### src/rtl/tlv_pkg.sv
package tlv_pkg;

    localparam int NUM_OPND = 3;
    localparam int CNT_W    = $clog2(NUM_OPND + 1);
    localparam int IDX_W    = $clog2(NUM_OPND);

    typedef enum logic [1:0] {
        OP_OR  = 2'b00,
        OP_MAJ = 2'b01,
        OP_AND = 2'b10,
        OP_RSV = 2'b11
    } op_e;

    typedef enum logic [2:0] {
        S_IDLE,
        S_CLEAR,
        S_READ,
        S_RESTORE,
        S_DECIDE
    } state_e;

endpackage

### src/rtl/tlv_cmd_latch.sv
module tlv_cmd_latch
    import tlv_pkg::*;
#(
    parameter int ADDR_W = 6
) (
    input  logic              clk,
    input  logic              rst_n,
    input  logic              accept,
    input  logic [1:0]        op_in,
    input  logic [ADDR_W-1:0] row_a,
    input  logic [ADDR_W-1:0] row_b,
    input  logic [ADDR_W-1:0] row_c,
    input  logic [IDX_W-1:0]  idx,
    output op_e               op_q,
    output logic [ADDR_W-1:0] row_sel
);

    logic [ADDR_W-1:0] rows_in [NUM_OPND];
    logic [ADDR_W-1:0] rows_q  [NUM_OPND];

    assign rows_in[0] = row_a;
    assign rows_in[1] = row_b;
    assign rows_in[2] = row_c;

    // One holding register per operand slot.
    for (genvar g = 0; g < NUM_OPND; g++) begin : g_slot
        always_ff @(posedge clk or negedge rst_n) begin
            if (!rst_n) begin
                rows_q[g] <= '0;
            end else if (accept) begin
                rows_q[g] <= rows_in[g];
            end
        end
    end

    always_ff @(posedge clk or negedge rst_n) begin
        if (!rst_n) begin
            op_q <= OP_OR;
        end else if (accept) begin
            op_q <= op_e'(op_in);
        end
    end

    always_comb begin
        row_sel = rows_q[0];
        for (int i = 0; i < NUM_OPND; i++) begin
            if (idx == IDX_W'(i)) begin
                row_sel = rows_q[i];
            end
        end
    end

endmodule

### src/rtl/tlv_ones_acc.sv
module tlv_ones_acc
    import tlv_pkg::*;
(
    input  logic             clk,
    input  logic             rst_n,
    input  logic             clr,
    input  logic             inc,
    output logic [CNT_W-1:0] cnt
);

    always_ff @(posedge clk or negedge rst_n) begin
        if (!rst_n) begin
            cnt <= '0;
        end else if (clr) begin
            cnt <= '0;
        end else if (inc) begin
            cnt <= cnt + CNT_W'(1);
        end
    end

endmodule

### src/rtl/tlv_thresh_cmp.sv
module tlv_thresh_cmp
    import tlv_pkg::*;
(
    input  op_e              op,
    input  logic [CNT_W-1:0] cnt,
    output logic             hit
);

    logic [CNT_W-1:0] thr;
    logic             op_ok;

    always_comb begin
        op_ok = 1'b1;
        unique case (op)
            OP_OR:   thr = CNT_W'(1);
            OP_MAJ:  thr = CNT_W'((NUM_OPND + 1) / 2);
            OP_AND:  thr = CNT_W'(NUM_OPND);
            default: begin
                thr   = '0;
                op_ok = 1'b0;
            end
        endcase
        hit = op_ok && (cnt >= thr);
    end

endmodule

### src/rtl/tlv_seq_fsm.sv
module tlv_seq_fsm
    import tlv_pkg::*;
(
    input  logic             clk,
    input  logic             rst_n,
    input  logic             start,
    input  logic             rd_bit,
    input  logic             cmp_hit,
    output logic             accept,
    output logic             busy,
    output logic             done,
    output logic             result,
    output logic             clr_acc,
    output logic             inc_acc,
    output logic [IDX_W-1:0] idx,
    output logic             mem_rd_en,
    output logic             mem_wr_en
);

    state_e state_q, state_d;
    logic   last_opnd;

    assign last_opnd = (idx == IDX_W'(NUM_OPND - 1));
    assign accept    = start && (state_q == S_IDLE);

    // State register and operand index.
    always_ff @(posedge clk or negedge rst_n) begin
        if (!rst_n) begin
            state_q <= S_IDLE;
            idx     <= '0;
        end else begin
            state_q <= state_d;
            if (state_q == S_CLEAR) begin
                idx <= '0;
            end else if (state_q == S_RESTORE && !last_opnd) begin
                idx <= idx + IDX_W'(1);
            end
        end
    end

    // Next-state selection.
    always_comb begin
        state_d = state_q;
        unique case (state_q)
            S_IDLE:    if (start) state_d = S_CLEAR;
            S_CLEAR:   state_d = S_READ;
            S_READ:    state_d = S_RESTORE;
            S_RESTORE: state_d = last_opnd ? S_DECIDE : S_READ;
            S_DECIDE:  state_d = S_IDLE;
            default:   state_d = S_IDLE;
        endcase
    end

    // Per-state strobes.
    always_comb begin
        busy      = (state_q != S_IDLE);
        clr_acc   = (state_q == S_CLEAR);
        mem_rd_en = (state_q == S_READ);
        mem_wr_en = (state_q == S_RESTORE);
        inc_acc   = (state_q == S_RESTORE) && rd_bit;
    end

    // Registered outputs.
    always_ff @(posedge clk or negedge rst_n) begin
        if (!rst_n) begin
            done   <= 1'b0;
            result <= 1'b0;
        end else begin
            done <= (state_q == S_DECIDE);
            if (state_q == S_DECIDE) begin
                result <= cmp_hit;
            end
        end
    end

endmodule

### src/rtl/col3_thresh_eval.sv
module col3_thresh_eval
    import tlv_pkg::*;
#(
    parameter int ADDR_W = 6
) (
    input  logic              clk,
    input  logic              rst_n,
    input  logic              start,
    input  logic [1:0]        op,
    input  logic [ADDR_W-1:0] row_a,
    input  logic [ADDR_W-1:0] row_b,
    input  logic [ADDR_W-1:0] row_c,
    output logic              busy,
    output logic              done,
    output logic              result,
    output logic              mem_rd_en,
    output logic              mem_wr_en,
    output logic [ADDR_W-1:0] mem_addr,
    output logic              mem_wdata,
    input  logic              mem_rdata
);

    logic             accept;
    logic             clr_acc;
    logic             inc_acc;
    logic             cmp_hit;
    logic [IDX_W-1:0] idx;
    logic [CNT_W-1:0] acc_cnt;
    op_e              op_q;

    tlv_seq_fsm u_fsm (
        .clk       (clk),
        .rst_n     (rst_n),
        .start     (start),
        .rd_bit    (mem_rdata),
        .cmp_hit   (cmp_hit),
        .accept    (accept),
        .busy      (busy),
        .done      (done),
        .result    (result),
        .clr_acc   (clr_acc),
        .inc_acc   (inc_acc),
        .idx       (idx),
        .mem_rd_en (mem_rd_en),
        .mem_wr_en (mem_wr_en)
    );

    tlv_cmd_latch #(.ADDR_W(ADDR_W)) u_cmd (
        .clk     (clk),
        .rst_n   (rst_n),
        .accept  (accept),
        .op_in   (op),
        .row_a   (row_a),
        .row_b   (row_b),
        .row_c   (row_c),
        .idx     (idx),
        .op_q    (op_q),
        .row_sel (mem_addr)
    );

    tlv_ones_acc u_acc (
        .clk   (clk),
        .rst_n (rst_n),
        .clr   (clr_acc),
        .inc   (inc_acc),
        .cnt   (acc_cnt)
    );

    tlv_thresh_cmp u_cmp (
        .op  (op_q),
        .cnt (acc_cnt),
        .hit (cmp_hit)
    );

    assign mem_wdata = mem_wr_en & mem_rdata;

endmodule

### config.mk
export PLATFORM = sky130hd
export DESIGN_NAME = col3_thresh_eval
export DESIGN_NICKNAME = d
export VERILOG_FILES = /design/src/rtl/tlv_pkg.sv /design/src/rtl/tlv_cmd_latch.sv /design/src/rtl/tlv_ones_acc.sv /design/src/rtl/tlv_thresh_cmp.sv /design/src/rtl/tlv_seq_fsm.sv /design/src/rtl/col3_thresh_eval.sv
export SDC_FILE = /design/constraint.sdc
export NUM_CORES = 1
export LEC_CHECK = 0
export BUFFER_PORTS_ARGS = -buffer_cell sky130_fd_sc_hd__buf_2
export CORE_ASPECT_RATIO = 0.8
export CORE_MARGIN = 2
export CORE_UTILIZATION = 40
export DETAILED_ROUTE_END_ITERATION = 8
export RECOVER_POWER = 25
export SETUP_SLACK_MARGIN = 0.3
export SKIP_CTS_REPAIR_TIMING = 1
export SYNTH_ARGS = -nofsm -noshare
export SYNTH_HDL_FRONTEND = slang
export SYNTH_SLANG_ARGS = --single-unit
### constraint.sdc
create_clock -name clk -period 4.25 [get_ports clk]
set_input_delay 0.425 -clock clk [delete_from_list [all_inputs] [get_ports clk]]
set_output_delay 0.425 -clock clk [all_outputs]
set_load 0.01 [all_outputs]
==> impl_metrics.py, run 1 <==
metrics = {
    "timing": {
        "hold_viol": 0,
        "slew_headroom_pct": -0.0249,
        "maxSlewViolCount": 29,
        "worst_pin_slew_ps": 1500,
        "max_freq_ghz": 0.487,
        "setup_viol": 0,
        "fin_crit_ps": 2050,
        "worst_slack_ps": 2200,
        "fin_tns_setup_ps": 0,
        "rsz0062_at_grt": "no",
        "finalCritPeriodShare_pct": 48.3,
        "fin_skew_ps": 3.40,
    },
    "clocking": {
        "clk_latency_ps": 270,
        "clock_sink_count": 29,
        "cts.path.max_buffers": 2,
        "htree_levels": 2,
        "cts_root_buffer": "clkbuf_8",
        "cts.clk_slew.worst_paths_ps": 60,
        "numCtsBuffers": 5,
        "tritoncts": "built",
    },
    "floorplan": {
        "core_um2": 3490,
        "initial_core_util_pct": 42.5,
        "die_h_um": 58.5,
        "num_rows": 19,
        "die_area_um2": 4220,
        "die_w_um": 72.1,
        "boundaryPins": 36,
    },
    "finish": {
        "synthToLayoutAreaGrowth_pct": 18.3,
        "fin_area_um2": 1760,
        "antenna_cells": 0,
        "fin_nets": 183,
        "fin_cells": 196,
        "drive_gt1_share_pct": 41.6,
    },
    "setup_path": {
        "timing.rr.end": "u_cmd.rows_q[9]$_DFFE_PN0P_",
        "cp_data_required_time_ps": 3830,
        "arrival_ps": 1630,
        "crit_type": "flip-flop to output port",
        "end_kind": "output port",
        "r2r_cells": 3,
        "r2r_start": "u_fsm.state_q[1]$_DFFE_PN0P_",
        "regToRegSetupSlack_ps": 2530,
        "critPathMaxFanout": 6,
        "crit_path_start_kind": "flip-flop",
    },
    "global_routing": {
        "grt_usage_pct": 13.6,
        "grt_pass1_vias": 980,
        "grt_pass1_wl_um": 4370,
        "grt_max_degree": 30,
        "grt_antenna_before_repair": 0,
        "grt_overflow": 0,
    },
    "hold_path": {
        "hold_class": "input pin to flip-flop",
        "worstHoldEndpoint": "u_cmd.op_q[0]$_DFFE_PN0P_",
        "min_from": "op[0]",
        "hold_depth": 3,
    },
    "synth": {
        "synth_top_cell_by_area": "dfrtp_1",
        "yosysSeqAreaShare_pct": 48.9,
        "synth-seq-cells": 29,
        "syn_inst": 118,
        "yosys_warnings": 0,
        "avgSynthCellArea_um2": 12.6,
        "synth.distinct_cells": 28,
        "syn-cell-area_um2": 1490,
        "yosys.area.top_type_share_pct": 48.9,
        "synthesis.nets": 147,
        "ys_top_cells_by_area": "dfrtp_1, mux2_4, ha_1",
    },
    "drt": {
        "drc_errors": 0,
        "viasPerCell": 4.95,
        "drtIter0Drc": 25,
        "routed_wirelength_um": 2600,
        "drtAntennaViolNets": 0,
        "wl_per_cell_um": 13.3,
        "dr.pass1.iters": 2,
        "num_vias": 971,
    },
    "pwr": {
        "power.density_nw_per_um2": 749,
        "switchingPower_w": 0.000448,
        "p_leak_nw": 0.857,
        "p_seq_share_pct": 39.9,
        "clkPwrFrac_pct": 16.6,
        "finalPower_w": 0.00132,
        "vdd_ir_drop_max_v": 0.000343,
        "p_int_w": 0.000868,
        "p_comb_share_pct": 43.5,
        "swShare_pct": 34.0,
    },
    "placement": {
        "dp.cells": 189,
        "io_buffer_count": 35,
        "gp_congestion": 0.704,
        "place_hpwl_um": 1860,
        "dp_slack_ps": 2490,
        "placed_cell_area_um2": 1670,
    },
    "flow_run": {
        "drv_cap": 1,
    },
    "run_status": {
        "violations": "max-capacitance violations, max-slew violations",
        "status": "finished with violations",
    },
}
## synth_stat cells (all sizes together)
library cell and count:
dfrtp 29, mux2 19, nand2 13, o21ai 9, inv 6, mux2i 6
ha 5, clkbuf 4, a22o 3, buf 3, and2 2, nand2b 2
nand3 2, nor2 2, o31ai 2, a21oi 1, a31oi 1, nand4bb 1
nor3 1, nor3b 1, nor4b 1, o21bai 1, or2 1, or3 1
or3b 1, or4b 1
## through the flow
step	hold WS [ps]	utilization, %
finish	364	50.3
global route	359	50.3
CTS	195	50.3
detailed placement	469	47.8
global placement	458	47.8
floorplan	129	-
## power by group through the flow
stage / Clock [W] / Sequential (W) / Combinational (W)
after global routing: 0.000240 / 0.000545 / 0.000643
after global placement: 0 / 0.000519 / 0.000569
final: 0.000218 / 0.000525 / 0.000573
after CTS: 0.000226 / 0.000525 / 0.000586
after floorplan: 0 / 0.000478 / 0.000478
after detailed placement: 0 / 0.000525 / 0.000585
## how the worst max path moves through the flow
stage	startpoint	depth (start not counted)	to	slack (ps)
after floorplan	u_fsm.idx[0]$_DFFE_PN0P_	5	mem_addr[0]	2570
after global placement	u_fsm.idx[1]$_DFFE_PN0P_	5	mem_addr[2]	2490
after detailed placement	u_fsm.idx[1]$_DFFE_PN0P_	5	mem_addr[2]	2490
after CTS	u_fsm.idx[1]$_DFFE_PN0P_	5	mem_addr[2]	2170
after global routing	u_fsm.idx[0]$_DFFE_PN0P_	5	mem_addr[4]	2060
final	u_fsm.idx[1]$_DFFE_PN0P_	5	mem_addr[2]	2200
## worst max-delay path: stages (launching register included)
cell     delay, ps
dfrtp_1        410
inv_1           70
ha_1           390
mux2i_1        240
o21ai_0         90
buf_2          160
## layout make-up
| class | count | area [um2] |
|---|---|---|
| Clock buffer | 7 | 86.3 |
| Fill cell | 308 | 1740 |
| Inverter | 6 | 22.5 |
| Multi-Input combinational cell | 76 | 688 |
| Sequential cell | 29 | 726 |
| Tap cell | 42 | 52.6 |
| Timing Repair Buffer | 36 | 181 |
## metal layers
layer	up-vias	GRT usage, %	wire, um
met5	-	0	0
met4	0	4.85	20
met3	2	4.97	154
met2	20	21.2	1220
met1	468	17.6	1210
li1	481	-	-
## registers in the layout, summed over array words and instances (netlist names)
register / flops
u_cmd.op_q: 2
u_fsm.result: 1
u_fsm.idx: 2
u_fsm.state_q: 3
u_acc.cnt: 2
u_cmd.rows_q: 18
u_fsm.done: 1
## cell families (layout without fill, tap and decap cells)
group           Yosys count  count (layout)  share of synthesized area (%)
flops                    29              29                           48.9
mux                      25              25                           23.0
buf+inv                  13              49                           4.80
simple gates             29              29                           12.0
compound gates           17              17                           7.08
fa+ha+maj                 5               5                           4.21
## cell usage in the layout, fill, tap and decap left out
cell type and count:
a22o_1 3, a31oi_1 1, or3_2 1, nand4bb_1 1
nand2b_1 1, clkbuf_1 2, a21oi_1 1, o31ai_1 2
nand2_1 13, or4b_1 1, ha_1 5, buf_2 34
nand2b_4 1, mux2i_1 6, o21ai_0 9, dfrtp_1 29
nand3_1 2, nor2_1 2, o21bai_1 1, or3b_1 1
clkbuf_8 6, mux2_2 1, and2_1 2, or2_2 1
mux2_4 18, inv_1 6, nor3_1 1, buf_4 1
nor3b_1 1, nor4b_4 1
Power figures use the tool's default switching activity.
==> inputs of run 2 (changes only) <==
--- a/config.mk
+++ b/config.mk
@@ -5,6 +5,7 @@
 export SDC_FILE = /design/constraint.sdc
 export NUM_CORES = 1
 export LEC_CHECK = 0
+export ABC_AREA = 1
 export BUFFER_PORTS_ARGS = -buffer_cell sky130_fd_sc_hd__buf_2
 export CORE_ASPECT_RATIO = 0.8
 export CORE_MARGIN = 2
==> constraint.sdc (replaced) <==
create_clock -name clk -period 2.1 [get_ports clk]
set_input_delay 0.21 -clock clk [delete_from_list [all_inputs] [get_ports clk]]
set_output_delay 0.21 -clock clk [all_outputs]
set_load 0.01 [all_outputs]
==> run 2 against run 1 <==
Highest routed layer unchanged. The flow still finishes with violations (max-capacitance violations, max-slew violations). Largest cell class unchanged. Register-to-register slack got worse by 1900 ps. Non-clock buffer count increased by 5. Flip-flop and latch count unchanged. Critical endpoint is now mem_addr[0].
==> impl_metrics.py, run 2 <==
metrics = {
    "synth": {
        "synthArstFlopShare_pct": 100,
        "synth-seq-cells": 29,
        "synth_top_cell_by_area": "dfrtp_1",
        "synth.distinct_cells": 16,
        "syn_inst": 185,
        "synthesis.nets": 214,
        "ys.flop_type": "dfrtp_1",
        "synthTopCellsByCount": "nand2_1, inv_1, dfrtp_1",
        "ys_top_cells_by_area": "dfrtp_1, nand2_1, o21ai_2",
        "avgSynthCellArea_um2": 8.43,
        "yosys_warnings": 0,
        "syn-cell-area_um2": 1560,
        "yosys.area.top_type_share_pct": 46.5,
        "synth_edf_count": 0,
        "synth.most_common_cell": "nand2_1",
        "yosysSeqAreaShare_pct": 46.5,
    },
    "drt": {
        "routed_wirelength_um": 2980,
        "drc_errors": 0,
        "drtIter0Drc": 80,
        "drtAntennaViolNets": 0,
        "dr.pass1.iters": 4,
        "viasPerCell": 4.39,
        "num_vias": 1243,
        "wl_per_cell_um": 10.5,
    },
    "setup_path": {
        "cp_data_required_time_ps": 1890,
        "cpPeakStageDelay_ps": 400,
        "critPathMaxFanout": 7,
        "crit_path_start_kind": "flip-flop",
        "arrival_ps": 1480,
        "cp_top_family": "buffers and inverters",
        "end_kind": "output port",
        "regToRegSetupSlack_ps": 600,
        "crit_slowest_cell": "dfrtp_1",
        "crit_chain": "inv_1 > ha_4 > clkinvlp_4 > nor2_1 > a21oi_1 > buf_2",
        "crit_type": "flip-flop to output port",
        "path_buf_inv": 3,
    },
    "finish": {
        "fin_nets": 256,
        "antenna_cells": 0,
        "drive_gt1_share_pct": 33.8,
        "regMostFlops": "u_cmd.rows_q",
        "layout_commonest_cell": "nand2_1",
        "layout_common_cells": "nand2_1, inv_1, buf_2",
        "fin_util_pct": 50.4,
        "reg.largest.list": "u_cmd.rows_q: 18 flops, u_fsm.state_q: 3 flops",
        "synthToLayoutAreaGrowth_pct": 22.2,
        "largest_reg_flops": 18,
    },
    "run_status": {
        "violations": "max-capacitance violations, max-slew violations",
        "status": "finished with violations",
    },
    "clocking": {
        "cts.path.max_buffers": 2,
        "cts.clk_slew.worst_paths_ps": 60,
        "numCtsBuffers": 5,
        "tritoncts": "built",
        "cts_root_buffer": "clkbuf_8",
        "clk_latency_ps": 280,
        "clock_sink_count": 29,
        "htree_levels": 2,
    },
    "placement": {
        "io_buffer_count": 35,
        "gp_congestion": 0.759,
        "place_hpwl_um": 2070,
    },
    "global_routing": {
        "grt_overflow": 0,
        "grt_usage_pct": 15.3,
        "grt_pass1_wl_um": 4910,
        "grt_antenna_before_repair": 0,
        "grt_pass1_vias": 1125,
        "grt_max_degree": 41,
    },
    "floorplan": {
        "initial_core_util_pct": 41.3,
        "core_um2": 3780,
        "die_h_um": 59.8,
        "num_rows": 20,
        "die_area_um2": 4420,
        "boundaryPins": 36,
        "die_w_um": 73.8,
    },
    "timing": {
        "fin_skew_ps": 3.33,
        "fin_crit_ps": 1690,
        "slew_headroom_pct": -4.26,
        "max_freq_ghz": 0.593,
        "finalCritPeriodShare_pct": 80.3,
        "fin_tns_setup_ps": 0,
        "maxSlewViolCount": 30,
        "rsz0062_at_grt": "no",
        "setup_viol": 0,
        "hold_viol": 0,
        "worst_pin_slew_ps": 1560,
    },
    "pwr": {
        "p_leak_nw": 1.09,
        "power.density_nw_per_um2": 1530,
        "vdd_ir_drop_max_v": 0.000561,
    },
    "flow_run": {
        "drv_cap": 1,
    },
    "hold_path": {
        "hold_class": "input pin to flip-flop",
    },
}
## run 2: kinds of logic (layout without fill, tap and decap cells)
kind of cell,after synthesis,count (layout),share of synthesized area (%)
adder cells (fa/ha/maj),5,5,4.01
AO/OA/AOI/OAI,35,35,16.4
AND/OR/NAND/NOR,69,69,19.3
buffers and inverters,47,90,13.8
flip-flops,29,29,46.5
## run 2: metrics by stage
| stage | total power, W | area (um2) | std cells | hold WS, ps | worst slack [ps] |
|---|---|---|---|---|---|
| after global placement | 0.00230 | 1740 | 269 | 281 | 515 |
| after CTS | 0.00284 | 1840 | 277 | -24.6 | 186 |
| final | 0.00292 | 1910 | 283 | 167 | 414 |
| after detailed placement | 0.00232 | 1740 | 269 | 279 | 500 |
| after floorplan | 0.00200 | 1560 | 185 | -85.6 | 762 |
| after global routing | 0.00322 | 1910 | 283 | 159 | 303 |
## run 2: path summary, 6_finish.rpt
path	cells after the start	to	startpoint
max reg2reg	4	u_cmd.rows_q[15]$_DFFE_PN0P_	u_fsm.state_q[1]$_DFFE_PN0P_
max in group asynchronous	1	u_cmd.op_q[1]$_DFFE_PN0P_	rst_n
min	3	u_cmd.rows_q[3]$_DFFE_PN0P_	row_c[3]
max	6	mem_addr[0]	u_fsm.idx[0]$_DFFE_PN0P_
min reg2reg	2	u_fsm.result$_DFFE_PN0P_	u_fsm.result$_DFFE_PN0P_
min in group asynchronous	1	u_fsm.state_q[0]$_DFFE_PN0P_	rst_n
## run 2: worst min-delay path: stages
cell and delay (ps):
buf_2 90, inv_1 50, o21ai_2 50
## run 2: layer usage
layer / wire [um] / vias to the layer above / GRT usage [%]
met5: 0 / - / 0
met1: 1510 / 559 / 20.4
li1: - / 651 / -
met4: 59 / 0 / 7.79
met2: 1240 / 25 / 21.8
met3: 170 / 8 / 5.73
## run 2: report_power, final
part | internal [W] | switching [W] | total, W | leakage (nW)
combinational | 0.000617 | 0.000804 | 0.00142 | 0.674
clock | 0.000295 | 0.000202 | 0.000498 | 0.0542
sequential | 0.000812 | 0.000194 | 0.00101 | 0.363
## run 2: final cells by class
class | instances | area (um2)
well taps | 55 | 68.8
repair buffers | 41 | 219
fillers | 389 | 1870
flip-flops and latches | 29 | 726
multi-input cells | 109 | 633
clock inverters | 1 | 5.00
clock buffers | 7 | 96.3
inverters | 41 | 158
